## src/rtl/interval_timer.sv

```systemverilog
module interval_timer #(
  parameter int DW    = 32,
  parameter int NW    = 16,
  parameter int AW    = 3,
  parameter int PRE_A = 4,
  parameter int PRE_B = 8
) (
  input  logic          clk,
  input  logic          rst_n,
  input  logic          cnt_en,
  input  logic          bus_wr,
  input  logic [AW-1:0] bus_addr,
  input  logic [DW-1:0] bus_wdata,
  output logic [DW-1:0] bus_rdata,
  output logic          irq
);
  localparam logic [DW-1:0] NARROW = {{(DW-NW){1'b0}}, {NW{1'b1}}};
  localparam logic [DW-1:0] ONE    = DW'(1);

  logic [7:0]       ctrl;
  logic [DW-1:0]    ld;
  logic [DW-1:0]    cnt;
  logic             raw;
  logic [PRE_B-1:0] pdiv;

  wire one_shot = ctrl[0];
  wire wide     = ctrl[1];
  wire ie       = ctrl[5];
  wire periodic = ctrl[6];
  wire run      = ctrl[7];

  wire [DW-1:0] mask     = wide ? '1 : NARROW;
  wire [DW-1:0] new_mask = bus_wdata[1] ? '1 : NARROW;
  wire [DW-1:0] cnt_m    = cnt & mask;
  wire [DW-1:0] reload   = periodic ? (ld & mask) : mask;

  wire wr_ld  = bus_wr && bus_addr == AW'(0);
  wire wr_ctl = bus_wr && bus_addr == AW'(2);
  wire wr_clr = bus_wr && bus_addr == AW'(3);
  wire wr_bg  = bus_wr && bus_addr == AW'(6);

  logic pre_hit;
  always_comb begin
    case (ctrl[3:2])
      2'b01:   pre_hit = &pdiv[PRE_A-1:0];
      2'b10:   pre_hit = &pdiv;
      default: pre_hit = 1'b1;
    endcase
  end

  wire tick = cnt_en && pre_hit;
  wire step = run && tick && !wr_ld && !wr_ctl;
  wire hit  = step && cnt_m == ONE;

  always_ff @(posedge clk or negedge rst_n) begin
    if (!rst_n)        pdiv <= '0;
    else if (wr_ctl)   pdiv <= '0;
    else if (cnt_en)   pdiv <= pdiv + 1'b1;
  end

  always_ff @(posedge clk or negedge rst_n) begin
    if (!rst_n)      ctrl <= 8'h20;
    else if (wr_ctl) ctrl <= bus_wdata[7:0];
  end

  always_ff @(posedge clk or negedge rst_n) begin
    if (!rst_n)               ld <= '0;
    else if (wr_ld || wr_bg)  ld <= bus_wdata;
  end

  always_ff @(posedge clk or negedge rst_n) begin
    if (!rst_n)      cnt <= '0;
    else if (wr_ld)  cnt <= bus_wdata & mask;
    else if (wr_ctl) cnt <= cnt & new_mask;
    else if (step) begin
      if (cnt_m != '0)    cnt <= cnt_m - ONE;
      else if (!one_shot) cnt <= reload;
    end
  end

  always_ff @(posedge clk or negedge rst_n) begin
    if (!rst_n)      raw <= 1'b0;
    else if (hit)    raw <= 1'b1;
    else if (wr_clr) raw <= 1'b0;
  end

  always_comb begin
    case (bus_addr)
      AW'(0), AW'(6): bus_rdata = ld;
      AW'(1):         bus_rdata = cnt_m;
      AW'(2):         bus_rdata = {{(DW-8){1'b0}}, ctrl};
      AW'(4):         bus_rdata = {{(DW-1){1'b0}}, raw};
      AW'(5):         bus_rdata = {{(DW-1){1'b0}}, raw & ie};
      default:        bus_rdata = '0;
    endcase
  end

  assign irq = raw & ie;
endmodule

```

## config.mk

```make
export PLATFORM = sky130hd
export DESIGN_NAME = interval_timer
export DESIGN_NICKNAME = d
export VERILOG_FILES = /design/src/rtl/interval_timer.sv
export SDC_FILE = /design/constraint.sdc
export NUM_CORES = 1
export LEC_CHECK = 0
export BUFFER_PORTS_ARGS = -buffer_cell sky130_fd_sc_hd__buf_4
export CAP_MARGIN = 20
export CORE_MARGIN = 2
export CORE_UTILIZATION = 40
export DETAILED_ROUTE_END_ITERATION = 8
export PLACE_DENSITY = 0.65
export SYNTH_ARGS = -nofsm -noshare
export SYNTH_HDL_FRONTEND = slang
export SYNTH_SLANG_ARGS = --single-unit
```

## constraint.sdc

```tcl
create_clock -name clk -period 4.1 [get_ports clk]
set_clock_uncertainty 0.15 [all_clocks]
set_input_delay 1.23 -clock clk [delete_from_list [all_inputs] [get_ports clk]]
set_output_delay 1.23 -clock clk [all_outputs]
set_load 0.05 [all_outputs]
```

# Yosys cells after proc, flatten, opt, wreduce, memory -nomap -nowiden
# Index checks and enable logic that the tools add are counted.
[word_totals] regBits=81 latch_bits=0 mem_bits_rw=0 rom_bits=0 out_inout_bits=33 elab_cells=57 memories=0
[classes] add_sub_neg=2 mul=0 div=0 order_cmp=0 eq_ne=10 n_shift=0 mux=14 n_bitwise=5 n_reduce_logical=21
[ops] operator="2-to-1 mux 32 bit" count=8
[ops] operator="one-hot mux 32 bit (5 select lines)" count=1
[ops] operator="bitwise AND 32 bit" count=4
[ops] operator="== test 32 x 1 -> 1 bit, second input constant" count=1
[ops] operator="nonzero test 32 bit" count=1
[ops] operator="subtractor 32 x 1 -> 32 bit, second input constant" count=1
[ops] operator="2-to-1 mux 8 bit" count=2
[ops] operator="== test 3 bit, second input constant" count=3
[ops] operator="logical AND 1 bit" count=9
[ops] operator="adder 8 x 1 -> 8 bit, second input constant" count=1
[ops] operator="AND reduction 8 bit" count=1
[ops] operator="== test 3 x 2 -> 1 bit, second input constant" count=2
[ops] operator="!= test 4 x 1 -> 1 bit, second input constant" count=1
[ops] operator="AND reduction 4 bit" count=1
[ops] operator="nonzero test 2 bit" count=2
[ops] operator="== test 3 x 1 -> 1 bit, second input constant" count=1
[ops] operator="zero test 3 bit" count=1
[ops] operator="nonzero test 3 bit" count=1
[ops] operator="== test 2 x 1 -> 1 bit, second input constant" count=1
[ops] operator="== test 2 bit, second input constant" count=1
[ops] operator="zero test 1 bit" count=2
[ops] operator="2-to-1 mux 1 bit" count=2
[ops] operator="one-hot mux 1 bit (2 select lines)" count=1
[ops] operator="AND reduction 2 bit" count=1
[ops] operator="3 further kinds" count=3

# Longest topological paths before layout
# Gate-level depths: netlist of run 1.
[logic_depth] depth_word=9 depth_mapped=10

# Worst setup path after synthesis of run 1
# No wires, ideal clock.
[synth_timing] kind="input to output" start="input port bus_addr[1]" end="output port bus_rdata[1]" arrival_time_ns=3.200 required_ns=2.720 path_slack_ns=-0.480 path_stages=6 cell_sequence="clkbuf_1 inv_1 clkbuf_1 nor2_1 a22oi_1 o21ai_0"
[synth_via] elab_chain_cells=3
[synth_lines] item="from (decl)" line_no="12" rtl="input logic [AW-1:0] bus_addr,"
[synth_lines] item="== test 3 bit / zero test 3 bit (equally long branches)" line_no="88" rtl="case (bus_addr)"
[synth_lines] item="OR reduction 2 bit" line_no="88"
[synth_lines] item="one-hot mux 32 bit (5 select lines) (*)" line_no="88"
[synth_lines] item="to (decl)" line_no="14" rtl="output logic [DW-1:0] bus_rdata,"
# Mark *: on every way between the ends. The rest lies on a longest branch, timed or not.

# Worst setup path in the final report of run 1
[layout_timing] start="input port bus_addr[1]" end="output port bus_rdata[0]"
# Same word-level chain as after synthesis.

==> results.yml, run 1 <==
outcome:
  status: "finished, final reports clean"
worst_hold_path:
  worstHoldStart: "ctrl[5]"
  holdPathStages: 2
  hold_class: "flip-flop to flip-flop"
  min_to: "ctrl[5]"
die:
  die_x_um: 120
  coreArea_sq_um: 13200
  initial_core_util_pct: 40.9
  die_area_sq_um: 14400
  die_y_um: 120
  io_pins: 72
  rows: 42
detailed_routing:
  firstDrtPassIters: 5
  drtAntennaViolNets: 0
  drt_iter0_drc: 519
  drc: 0
  wire_per_inst_um: 21.3
  viasPerCell: 6.32
  routed_wl_mm: 18.0
  vias: 5327
job:
  cap_violations: 0
setup_path:
  cpMaxStageDelayCell: "or3_1"
  end_kind: "output pin"
  rr_worst_depth: 6
  cp_data_arrival_time_ns: 2.48
  critPathLaunchType: "input port"
  path_max_fanout: 11
  rrSetupSlack_ns: 0.58
  path_class: "input port to output pin"
  crit_chain: "buf_4 > inv_1 > or3_1 > a21oi_1 > a221o_1 > buf_4"
  worstPathBufferInverterCount: 3
  r2r_start: "cnt[18]"
  timing.rr.end: "cnt[12]"
  cp.required_ns: 2.72
  critPathTopFamily: "buffers and inverters"
  crit_top_cell: "buf_4"
  max_stage_delay_ns: 0.40
yosys:
  synth.cell_area_sq_um: 5390
  yosys.area.top_type_share_pct: 37.1
  synth_nets: 644
  synth_seq_area_share_pct: 37.6
  ys.flop_type: "dfrtp_1"
  synth.yosys.warnings: 0
  synth_cell_types: 74
  synth_top_area_cell: "dfrtp_1"
  async_flop_share_pct: 100
  synth_seq_cells: 81
  synth_edf_count: 0
  syn_avg_cell_area_sq_um: 8.99
  synthesis.instances: 600
  ys_top_cells_by_area: "dfrtp_1, mux2_2, nand2_1"
power:
  leakagePower_nw: 2.67
  ir_drop_mv: 0.244
  powerDensity_nw_per_um2: 506
cts:
  htree_levels: 3
  postCtsSetupRepairBufs: 0
  path_clk_slew_ns: 0.06
  root_buffer: "clkbuf_16"
  cts_resized: 0
  clk_latency_ns: 0.35
  numCtsBuffers: 9
  cts_buffer_depth: 2
  ctsHoldBuffers: 0
  cts_tree: "done"
  clock_sink_count: 81
global_routing:
  grt_pass1_wl_mm: 28.6
  grt_max_degree: 82
  grt_pass1_vias: 5216
  grt-ovfl-total: 0
  antenna_found_initial: 0
  grtUsageTotal_pct: 25.5
finish:
  antenna_cells: 0
  final_cell_mix: "buf_4, dfrtp_1, nand2_1"
  layout.nets: 706
  layout_commonest_cell: "buf_4"
  drive_gt1_share_pct: 27.9
  area_growth_pct: 19.8
placed_design:
  gp_congestion: 0.924
  preCtsSetupSlack_ns: 0.264
  portBuffers: 71
  dpl.hpwl_mm: 12.7
timing:
  fin_crit_ns: 3.86
  layout_setup_ws_ns: 0.235
  rsz0062_at_grt: "false"
  fmax_ghz: 0.259
  hold_viol_final: 0
  slew_violations: 0
  fin_crit_sh_pct: 94.3
  tightest_slew_ns: 1.05
  setup_viol: 0
  slew_headroom_pct: 30.1
  setup-tns-final_ns: 0
## worst max path at each step
| stage | cells after the start | startpoint | endpoint | slack [ns] |
|---|---|---|---|---|
| after floorplan | 3 | bus_addr[2] | bus_rdata[13] | -0.12 |
| after global placement | 6 | bus_addr[1] | bus_rdata[0] | 0.30 |
| after detailed placement | 6 | bus_addr[1] | bus_rdata[0] | 0.26 |
| after CTS | 6 | bus_addr[1] | bus_rdata[0] | 0.25 |
| after global routing | 6 | bus_addr[1] | bus_rdata[1] | 0.15 |
| final | 6 | bus_addr[1] | bus_rdata[0] | 0.24 |
## cell usage after synthesis, types with 8 or more instances
cell type / number
dfrtp_1: 80
inv_1: 9
clkbuf_1: 30
nand2b_1: 8
nand3_1: 19
nor4_1: 8
o22ai_1: 8
nor2_1: 38
o211ai_1: 9
xor2_1: 8
buf_1: 8
a22o_1: 26
a21oi_1: 19
a22oi_1: 13
o21ai_0: 41
nor3_1: 24
nand2_1: 70
mux2_2: 32
a31oi_1: 14
## worst reg2reg max path: cells and delay by family (launching register included)
kind,cells,cell delay (ns)
and+or+nand+nor,3,1.83
AOI/OAI and AO/OA,3,0.95
DFF,1,0.45
## cells by family (layout without fill, tap and decap cells)
logic type | Yosys count | count (layout) | synth area share, %
xor gates and xnor gates | 15 | 15 | 2.44
DFF | 81 | 81 | 37.6
AOI/OAI and AO/OA | 187 | 187 | 25.0
muxes | 39 | 39 | 7.98
and+or+nand+nor | 217 | 217 | 20.7
adders and majority gates | 5 | 5 | 1.16
buffers and inverters | 56 | 123 | 5.08
## final cells by class
type                            instances  area [sq um]
Fill cell                            1252          6730
Multi-Input combinational cell        463          3130
Sequential cell                        81          2030
Timing Repair Buffer                   98           756
Clock buffer                           11           243
Tap cell                              176           220
Clock inverter                          5          55.1
Inverter                                9          33.8
## through the flow
stage          instances  utilization [%]  cell area [sq um]  hold slack (ns)  power (mW)
2_1_floorplan        600                -               5420            0.296        2.09
3_3_place_gp         826             46.5               6140            0.313        2.40
3_5_place_dp         826             46.5               6140            0.335        2.43
4_1_cts              842             48.8               6430            0.343        3.26
5_1_grt              843             49.0               6460            0.362        3.46
6_report             843             49.0               6460            0.344        3.27
## report_power, final
part,switching (mW),internal (mW)
clock network,0.336,0.487
logic,0.690,0.462
registers,0.291,1.00
total,1.32,1.95
## layer usage
| layer | vias to the layer above | track usage [%] | wire length [um] |
|---|---|---|---|
| met5 | - | 0 | 0 |
| met1 | 2654 | 34.5 | 7750 |
| met3 | 33 | 4.71 | 1200 |
| met4 | 0 | 8.75 | 444 |
| met2 | 237 | 40.8 | 8600 |
| li1 | 2403 | - | - |
## flip-flops by register name, summed over array words and instances (netlist names)
signal	flops
pdiv	8
ld	32
ctrl	8
raw	1
cnt	32
Note: power is estimated with default switching activity, not from simulation.
==> run 2, diff against run 1 <==
--- a/config.mk
+++ b/config.mk
@@ -9,8 +9,9 @@
 export CAP_MARGIN = 20
 export CORE_MARGIN = 2
 export CORE_UTILIZATION = 40
+export CTS_CLUSTER_SIZE = 24
 export DETAILED_ROUTE_END_ITERATION = 8
-export PLACE_DENSITY = 0.65
+export PLACE_DENSITY_LB_ADDON = 0.05
 export SYNTH_ARGS = -nofsm -noshare
 export SYNTH_HDL_FRONTEND = slang
 export SYNTH_SLANG_ARGS = --single-unit
==> run 2 against run 1 <==
  * Hold slack got worse by 0.0086 ns
  * Sequential share of layout area up 0.067 points
  * Utilization decreased by 0.10 points
  * Cell area is 0.21% lower
  * Setup slack got worse by 0.0090 ns
  * Via count fell by 2.8%
  * Clock-buffer cell count is 5 higher
  * Largest power group unchanged
  * Highest routed layer unchanged
==> results.yml, run 2 (synthesized netlist as in run 1, its figures left out) <==
outcome:
  status: "finished, final reports clean"
power:
  powerDensity_nw_per_um2: 500
  ir_drop_mv: 0.275
  leakagePower_nw: 2.66
  power_mw: 3.22
cts:
  clock_sink_count: 81
  postCtsSetupRepairBufs: 0
  root_buffer: "clkbuf_16"
  cts_resized: 0
  cts_buffer_depth: 2
  cts_tree: "done"
  path_clk_slew_ns: 0.06
  htree_levels: 3
  ctsHoldBuffers: 0
  clk_latency_ns: 0.36
  numCtsBuffers: 9
placed_design:
  gp_congestion: 0.948
  dpl.hpwl_mm: 12.2
  numPlacedInstances: 824
  placed_area_sq_um: 6130
  portBuffers: 71
  preCtsSetupSlack_ns: 0.129
finish:
  layout.nets: 704
  drive_gt1_share_pct: 27.4
  reg.largest.list: "cnt x32, ld x32"
  layout_commonest_cell: "buf_4"
  antenna_cells: 0
  final_cell_mix: "buf_4, dfrtp_1, nand2_1"
  final_core_util_pct: 48.9
  layoutNonFillerInstCount: 841
  fillers: 1287
  area_growth_pct: 19.6
  stdcell_area_sq_um: 6450
setup_path:
  crit_chain: "buf_4 > inv_1 > buf_4 > nor3b_2 > buf_4 > nand2_1 > o21ai_1 > buf_4"
  path_class: "input port to output pin"
  rrSetupSlack_ns: 0.60
  max_stage_delay_ns: 0.26
  cp.required_ns: 2.72
  cpMaxStageDelayCell: "nor3b_2"
  critPathLaunchType: "input port"
  end_kind: "output pin"
  path_max_fanout: 9
  cp_data_arrival_time_ns: 2.49
  crit_top_cell: "buf_4"
detailed_routing:
  wire_per_inst_um: 20.8
  routed_wl_mm: 17.5
  firstDrtPassIters: 5
  drc: 0
  viasPerCell: 6.16
  vias: 5178
  drtAntennaViolNets: 0
  drt_iter0_drc: 390
timing:
  layout_setup_ws_ns: 0.226
  tightest_slew_ns: 1.08
  setup_viol: 0
  slew_headroom_pct: 27.7
  hold_viol_final: 0
  worst_hold_slack_ns: 0.335
  fin_crit_ns: 3.87
  rsz0062_at_grt: "false"
  fin_crit_sh_pct: 94.5
  fmax_ghz: 0.258
  slew_violations: 0
  setup-tns-final_ns: 0
die:
  rows: 42
  die_x_um: 120
  die_y_um: 120
  initial_core_util_pct: 40.9
  io_pins: 72
  coreArea_sq_um: 13200
  die_area_sq_um: 14400
worst_hold_path:
  hold_class: "flip-flop to flip-flop"
global_routing:
  grt_pass1_vias: 5097
  grt-ovfl-total: 0
  grt_pass1_wl_mm: 28.3
  grt_max_degree: 82
  grtUsageTotal_pct: 25.4
  antenna_found_initial: 0
job:
  cap_violations: 0
==> run 2: power breakdown <==
part,switching (mW),internal (mW)
Combinational,0.684,0.465
Clock,0.328,0.462
Sequential,0.280,1.01
==> run 2: worst paths after layout <==
check,start,endpoint,cells past startpoint
setup / recovery,bus_addr[1],bus_rdata[15],8
hold / removal,ctrl[5],ctrl[5],2
setup reg to reg,cnt[18],cnt[9],6
hold reg to reg,ctrl[5],ctrl[5],2
max in group asynchronous,rst_n,ctrl[5],2
min in group asynchronous,rst_n,ld[11],1
==> run 2: layout make-up <==
class	instances	area (sq um)	area share, %
multi-input cells	463	3130	48.6
flip-flops and latches	81	2030	31.5
repair buffers	96	753	11.7
clock buffers	16	282	4.37
well taps	176	220	3.42
inverters	9	33.8	0.524
==> run 2: routing by layer <==
layer	vias up	GRT usage, %	share of wire [%]	routed length, um
met5	-	0	0	0
met4	0	6.84	1.7	294
met3	23	5.23	6.2	1080
met2	177	36.9	44	7770
li1	2401	-	-	-
met1	2577	38.1	48	8390
==> run 2: critical path, delay by kind of cell <==
kind,cells,cell delay (ns)
buffers and inverters,5,0.87
and+or+nand+nor,2,0.31
AOI/OAI and AO/OA,1,0.09
